==> src/rtl/cks_pkg.sv <==
package cks_pkg;
   typedef enum logic {
      CKS_PRIME = 1'b0,
      CKS_ONES  = 1'b1
   } cks_mode_e;
endpackage

==> src/rtl/cks_fold.sv <==
// One accumulate step with the single-shot fold toward the modulus.
module cks_fold
   import cks_pkg::*;
#(
   parameter int W         = 16,
   parameter int PRIME     = 65521,
   parameter bit ONES_FOLD = 1'b1
) (
   input  logic [W-1:0] acc,
   input  logic [W-1:0] addend,
   input  cks_mode_e    mode,
   output logic [W-1:0] nxt
);
   localparam longint SPAN      = longint'(1) << W;
   localparam logic [W:0] P_LIM = (W+1)'(PRIME);
   localparam logic [W:0] P_ADJ = (W+1)'(SPAN - PRIME);
   localparam logic [W:0] O_LIM = (W+1)'(SPAN - 1);

   if (W < 2 || W > 31) begin : g_bad_w
      $error("cks_fold: W out of range");
   end
   if (PRIME < 2 || longint'(PRIME) >= SPAN) begin : g_bad_p
      $error("cks_fold: PRIME must lie below 2**W");
   end

   logic [W:0] raw;
   logic [W:0] prime_v;
   logic [W:0] ones_v;

   always_comb begin
      raw     = {1'b0, acc} + {1'b0, addend};
      prime_v = (raw >= P_LIM) ? raw + P_ADJ : raw;
   end

   if (ONES_FOLD) begin : g_ones_fold
      always_comb ones_v = (raw >= O_LIM) ? raw + {{W{1'b0}}, 1'b1} : raw;
   end else begin : g_ones_wrap
      always_comb ones_v = raw;
   end

   always_comb nxt = (mode == CKS_ONES) ? ones_v[W-1:0] : prime_v[W-1:0];
endmodule

==> src/rtl/cks_accum.sv <==
// Low and high sum registers with restart on packet start.
module cks_accum
   import cks_pkg::*;
#(
   parameter int W     = 16,
   parameter int PRIME = 65521
) (
   input  logic         clk,
   input  logic         rst_n,
   input  logic         step,
   input  logic         restart,
   input  logic [W-1:0] word,
   input  cks_mode_e    mode,
   output logic [W-1:0] lo,
   output logic [W-1:0] hi
);
   logic [W-1:0] lo_q, hi_q, lo_base, hi_base, lo_n, hi_n;

   always_comb begin
      lo_base = restart ? '0 : lo_q;
      hi_base = restart ? '0 : hi_q;
   end

   cks_fold #(.W(W), .PRIME(PRIME), .ONES_FOLD(1'b1)) u_lo (
      .acc(lo_base), .addend(word), .mode(mode), .nxt(lo_n)
   );

   cks_fold #(.W(W), .PRIME(PRIME), .ONES_FOLD(1'b0)) u_hi (
      .acc(hi_base), .addend(lo_n), .mode(mode), .nxt(hi_n)
   );

   always_ff @(posedge clk or negedge rst_n) begin
      if (!rst_n) begin
         lo_q <= '0;
         hi_q <= '0;
      end else if (step) begin
         lo_q <= lo_n;
         hi_q <= hi_n;
      end
   end

   assign lo = lo_q;
   assign hi = hi_q;
endmodule

==> src/rtl/cks_ctrl.sv <==
// Handshake, mode latch and completion pulse.
module cks_ctrl
   import cks_pkg::*;
(
   input  logic      clk,
   input  logic      rst_n,
   input  logic      in_valid,
   input  logic      in_sop,
   input  logic      in_eop,
   input  logic      mode_in,
   output logic      ready,
   output logic      accept,
   output logic      restart,
   output cks_mode_e eff_mode,
   output cks_mode_e mode_q,
   output logic      done
);
   logic ready_q, done_q;
   cks_mode_e mode_r;

   always_comb begin
      accept   = in_valid && ready_q;
      restart  = accept && in_sop;
      eff_mode = restart ? cks_mode_e'(mode_in) : mode_r;
   end

   always_ff @(posedge clk or negedge rst_n) begin
      if (!rst_n) begin
         ready_q <= 1'b0;
         done_q  <= 1'b0;
         mode_r  <= CKS_PRIME;
      end else begin
         ready_q <= 1'b1;
         done_q  <= accept && in_eop;
         if (restart) mode_r <= cks_mode_e'(mode_in);
      end
   end

   assign ready  = ready_q;
   assign mode_q = mode_r;
   assign done   = done_q;
endmodule

==> src/rtl/cksum_stream.sv <==
module cksum_stream
   import cks_pkg::*;
#(
   parameter int DATA_W = 16,
   parameter int PRIME  = 65521,
   localparam int SUM_W = 2 * DATA_W
) (
   input  logic              clk,
   input  logic              rst_n,
   input  logic              in_valid,
   output logic              in_ready,
   input  logic              in_sop,
   input  logic              in_eop,
   input  logic [DATA_W-1:0] in_data,
   input  logic              mode_sel,
   output logic [SUM_W-1:0]  sum_out,
   output logic              done
);
   logic      accept, restart;
   cks_mode_e eff_mode, mode_q;
   logic [DATA_W-1:0] lo, hi;

   cks_ctrl u_ctrl (
      .clk(clk), .rst_n(rst_n), .in_valid(in_valid), .in_sop(in_sop),
      .in_eop(in_eop), .mode_in(mode_sel), .ready(in_ready),
      .accept(accept), .restart(restart), .eff_mode(eff_mode),
      .mode_q(mode_q), .done(done)
   );

   cks_accum #(.W(DATA_W), .PRIME(PRIME)) u_acc (
      .clk(clk), .rst_n(rst_n), .step(accept), .restart(restart),
      .word(in_data), .mode(eff_mode), .lo(lo), .hi(hi)
   );

   assign sum_out = {hi, lo};
endmodule

==> config.mk <==
export PLATFORM = sky130hd
export DESIGN_NAME = cksum_stream
export DESIGN_NICKNAME = d
export VERILOG_FILES = /design/src/rtl/cks_pkg.sv /design/src/rtl/cks_fold.sv /design/src/rtl/cks_accum.sv /design/src/rtl/cks_ctrl.sv /design/src/rtl/cksum_stream.sv
export SDC_FILE = /design/constraint.sdc
export NUM_CORES = 1
export LEC_CHECK = 0
export BUFFER_PORTS_ARGS = -buffer_cell sky130_fd_sc_hd__buf_4
export CAP_MARGIN = 20
export CORE_MARGIN = 4
export CORE_UTILIZATION = 35
export CTS_BUF_LIST = sky130_fd_sc_hd__clkbuf_2
export DETAILED_ROUTE_END_ITERATION = 12
export GPL_ROUTABILITY_DRIVEN = 0
export SLEW_MARGIN = 0
export SYNTH_ARGS = -nofsm -noshare
export SYNTH_HDL_FRONTEND = slang
export SYNTH_HIERARCHICAL = 1
export SYNTH_SLANG_ARGS = --single-unit
==> constraint.sdc <==
create_clock -name clk -period 8.5 [get_ports clk]
set_input_delay 0.425 -clock clk [delete_from_list [all_inputs] [get_ports clk]]
set_output_delay 0.425 -clock clk [all_outputs]
set_load 0.03 [all_outputs]
* Word-level counts from Yosys, hierarchy flattened *
Index checks and enable logic that the tools add are counted.

operators by class
  reduce and logical (&&, ||, !) cells = 3
  multiplexer cells = 8
  $lt $le $gt $ge = 3
  add/sub/neg operators = 5

operators with widths
  cell                                                                     count
  16-bit two-way mux                                                       7
  17-bit by 16-bit >= comparator with 1-bit output, second input constant  3
  16-bit by 16-bit adder with 17-bit output                                2
  16-bit by 4-bit adder with 16-bit output, second input constant          2
  16-bit by 1-bit adder with 16-bit output, second input constant          1
  1-bit logical AND                                                        3
  1-bit two-way mux                                                        1

word-level totals
  input port bits = 22
  register bits after elaboration = 35

* Depth between registers and ports, before layout *
  depth after elaboration = 11
  mapped depth = 26

* Hierarchy *
The synthesis kept the hierarchy.

by module, submodules not included
  module                  area each (um^2)  instances  cells an instance  sequential area each (um^2)
  cks_accum               1616.6            1          103                800.8
  cks_fold at u_acc.u_lo  1601.5            1          223                0.0
  cks_fold at u_acc.u_hi  1338.8            1          181                0.0
  cks_ctrl                120.1             1          8                  75.1

* Worst setup path after synthesis *
Ideal clock, no wire load.

  path type = register to register
  start point = register u_ctrl.ready_q (netlist: u_ctrl/ready)
  end point = register u_acc.hi_q[12] (netlist: u_acc/hi[12])
  path buffers = 2
  clock period less this slack = 6.931 ns
  data arrival time = 6.806 ns
  stages on the path, launching flop included = 25
  required time = 8.375 ns
  path slack = 1.569 ns
  setup time = 0.125 ns
  cell sequence = dfrtp_1 and3_4 clkbuf_1 and2b_2 ha_1 fa_1 a211o_1 a21o_4 xor2_2 nand4_1 or4_1 a21boi_2 o31ai_2 buf_6 a221o_1 fa_1 a21o_1 a221oi_1 xnor2_1 and4_1 nand4_1 o41a_4 nor4_4 xnor2_1 mux2_4

on the way
  cells in the longest elaborated chain, start to end = 11
  elaborated cells on any way between the ends = 18
  classes of those cells = add/sub (5); order compare (3); mux (8); reduce/logical (2)

RTL lines
  item                                                                                                                 RTL line                        RTL
  start: declaration                                                                                                   cks_ctrl.sv:18                  logic ready_q, done_q;
  start signal: assignment                                                                                             cks_ctrl.sv:29                  ready_q <= 1'b0;
  start signal: assignment                                                                                             cks_ctrl.sv:33                  ready_q <= 1'b1;
  1-bit logical AND *                                                                                                  cks_ctrl.sv:22                  accept = in_valid && ready_q;
  1-bit logical AND *                                                                                                  cks_ctrl.sv:23                  restart = accept && in_sop;
  via restart                                                                                                          cksum_stream.sv:19              logic accept, restart;
  16-bit two-way mux *                                                                                                 cks_accum.sv:20                 lo_base = restart ? '0 : lo_q;
  via u_acc.lo_base[0]                                                                                                 cks_accum.sv:17                 logic [W-1:0] lo_q, hi_q, lo_base, hi_base, lo_n, hi_n;
  16-bit by 16-bit adder with 17-bit output *                                                                          cks_fold.sv:31                  raw = {1'b0, acc} + {1'b0, addend};
  16-bit by 4-bit adder with 16-bit output, or another cell as far along                                               cks_fold.sv:32                  prime_v = (raw >= P_LIM) ? raw + P_ADJ : raw;
  16-bit two-way mux (on tied branches)                                                                                cks_fold.sv:32, cks_fold.sv:36
  16-bit two-way mux *                                                                                                 cks_fold.sv:41                  always_comb nxt = (mode == CKS_ONES) ? ones_v[W-1:0] : prime_v[W-1:0];
  via u_acc.lo_n[1]                                                                                                    cks_accum.sv:17
  16-bit by 16-bit adder with 17-bit output *                                                                          cks_fold.sv:31
  16-bit by 4-bit adder with 16-bit output / 17-bit by 16-bit >= comparator with 1-bit output (equally long branches)  cks_fold.sv:32
  16-bit two-way mux                                                                                                   cks_fold.sv:32
  16-bit two-way mux *                                                                                                 cks_fold.sv:41
  via u_acc.hi_n[12]                                                                                                   cks_accum.sv:17
  end signal: assignment                                                                                               cks_accum.sv:38                 hi_q <= hi_n;
  end: declaration                                                                                                     cks_accum.sv:17

Mark *: on every way through the listed nets, which the timed path passes. The rest lies on a longest branch.
A chain may end at the register's enable or synchronous reset.

* Worst setup path after layout *
  start point = register u_ctrl.ready_q (netlist: u_ctrl/ready)
  end point = register u_acc.hi_q[13] (netlist: u_acc/hi[13])

Same word-level chain as after synthesis.

==> out/results.tsv <==
stage	metric	value	unit
layout	drive_gt1_share	27.71	%
logic_synthesis	ys.flop_type	dfrtp_1	
grt	antenna_found_initial	0	
timing	slew_viol_final	0	
logic_synthesis	synthArstFlopShare	100.0	%
timing	rsz0062_at_grt	false	
grt	grt_max_degree	36	
layout	layout_common_cells	buf_4, ha_1, dfrtp_1	
place	dp_hpwl	10030	µm
logic_synthesis	synth-edff-count	0	
clocking	root_buffer	clkbuf_2	
floorplan	die_area	15280	µm²
hold_path	holdCritPathClass	in -> reg	
logic_synthesis	syn_area	4677	µm²
logic_synthesis	synth.top_cell.area_share	18.73	%
floorplan	core-area	12820	µm²
worst_setup_path	cp_slowest_stage_delay	0.86	ns
timing	hold_viol	0	
drt	wire_per_inst	17.27	µm
clocking	post_cts_buffers	0	
status	status	finished clean	
clocking	clk_pin_slew_worst_paths	0.22	ns
worst_setup_path	path_cells	and3_4 > and2b_2 > ha_1 > fa_1 > a211o_1 > a21o_4 > a221oi_2 > o221ai_1 > a21o_1 > o31ai_2 > xnor2_1 > ha_1 > fa_1 > a21o_1 > a221oi_1 > xnor2_1 > and4_1 > nand4_1 > o41ai_2 > nand4_1 > xnor2_1 > mux2_4	
drt	vias	4135	
grt	grt_use_total	16.73	%
timing	fmax	134.8	MHz
clocking	clockBufferDepth	2	
layout	layout.cells.most_common	buf_4	
timing	setup_viol	0	
clocking	htree_levels	2	
grt	grt_util_met2	28.93	%
drt	drcViolationCount	0	
layout	final_net_count	624	
floorplan	die-width	123.6	µm
clocking	cts_tree	built	
logic_synthesis	synth_area_leaders	dfrtp_1, ha_1, mux2_4	
grt	grt_use_met3	1.862	%
timing	setup_tns	0	ns
drt	ant_nets	0	
worst_setup_path	crit_family	compound AO/OA/AOI/OAI gates	
logic_synthesis	postSynthAreaPerCell	9.082	µm²
logic_synthesis	ys_ff_latch	35	
drt	drt_iter0_drc	291	
layout	antennaDiodeCount	0	
floorplan	placementRows	41	
grt	top_usage_layer	met2	
worst_setup_path	cpMostUsedCell	xnor2_1	
floorplan	die_h	123.6	µm
logic_synthesis	synth_cell_types	85	
place	portBuffers	55	
clocking	cts.sinks	35	
layout	syn_to_final_growth	12.84	%
logic_synthesis	yosysWarnings	6	
worst_setup_path	cp.required	8.82	ns
drt	via_per_inst	5.626	
drt	first_pass_iters	5	
floorplan	io-pin-count	56	
logic_synthesis	ys_seq_area_share	18.73	%
worst_setup_path	cp_slowest_cell	o31ai_2	
worst_setup_path	crit_fanout	12	
grt	grt_pass1_vias	4042	
clocking	cts_made_buffers	5	
worst_setup_path	worstSetupPathType	reg -> reg	
drt	drt-total-wl	12690	µm
timing	worst_slew_pin_slew	1.099	ns
worst_setup_path	cp.arrival	7.73	ns
floorplan	start_util	36.47	%
logic_synthesis	synth_largest_area_cell	dfrtp_1	
timing	slew_headroom	26.77	%
worst_setup_path	critPathLaunchType	flop	
logic_synthesis	synth.net_count	577	
clocking	cts_resized	0	
grt	grt-ovfl-total	0	
clocking	hold_buffers	1	
clocking	clock_latency	0.43	ns
worst_setup_path	cp-end-kind	flop	
timing	fin_worst_skew	0.02734	ns
worst_setup_path	path_buf_inv	0	
grt	grt_pass1_wl	20510	µm
grt	gr-usage-met1	22.24	%
layout	nFillCells	1292	
flow_run	max-cap-violations	0	
timing	fin_crit	7.417	ns
timing	finalCritPeriodShare	87.26	%
logic_synthesis	syn_inst	515	
## synthesized netlist by cell type, drive strengths merged (5+ instances only)
cell type and instances:
xnor2 32, a21oi 32, xor2 16, nor3 16, ha 38, or4 8, nand2 27, a211oi 6
nor2 31, a21o 8, mux2 34, buf 11, and3 6, and2b 24, nor4 10, nand3 23
nor2b 10, dfrtp 35, and2 5, inv 19, or3 7, nand4 13, clkbuf 6, o21ai 28
## sequential cells by signal, indices dropped and copies added, names as in the netlist
signal / count
u_ctrl/done: 1
u_ctrl/mode_q: 1
u_ctrl/ready: 1
u_acc/hi: 16
u_acc/lo: 16
## layer usage
metal	vias to the layer above	share of wire, %
li1	2019	-
met1	1997	46
met2	108	49
met3	11	3.8
met4	0	1.2
met5	-	0
## cells by family (layout without fill, tap and decap cells)
family          Yosys count  count (layout)  share of synthesized area [%]
compound gates          123             123                          19.18
xor+xnor                 48              48                          9.310
fa+ha+maj                40              40                          11.02
buf+inv                  36              84                          4.467
flops                    35              35                          18.73
mux                      36              36                          11.10
other cells               1               1                        0.08018
simple gates            196             196                          26.11
## metrics by stage
stage	hold WS, ns	instance area (µm²)	utilization (%)	setup slack [ns]	instances
finish	0.2209	5278	41.15	1.083	735
global route	0.1545	5278	41.15	0.5599	735
CTS	0.1851	5278	41.15	1.138	735
detailed placement	0.4297	5175	40.35	1.022	726
global placement	0.4163	5175	40.35	1.229	726
floorplan	0.1294	4677	-	1.569	515
## worst paths after layout
| check | from | cells past startpoint | to | slack (ns) |
|---|---|---|---|---|
| max in group asynchronous | rst_n | 2 | u_acc/hi[11] | 7.68 |
| hold reg to reg | u_acc/hi[3] | 1 | u_acc/hi[3] | 0.56 |
| setup / recovery | u_ctrl/ready | 22 | u_acc/hi[13] | 1.08 |
| setup reg to reg | u_ctrl/ready | 22 | u_acc/hi[13] | 1.08 |
| hold / removal | in_eop | 2 | u_ctrl/done | 0.22 |
| min in group asynchronous | rst_n | 2 | u_acc/hi[2] | 0.46 |
## final cells by class
cell class	count	area (µm²)	share of cell area, %
multi-input cells	444	3592	68.07
flip-flops and latches	35	875.8	16.60
repair buffers	57	430.4	8.156
well taps	172	215.2	4.078
inverters	19	71.32	1.351
clock inverters	3	67.56	1.280
clock buffers	5	25.02	0.4742
Power is not shown: default switching activity piles up to over one toggle a cycle in this logic, so the estimate is an artifact.
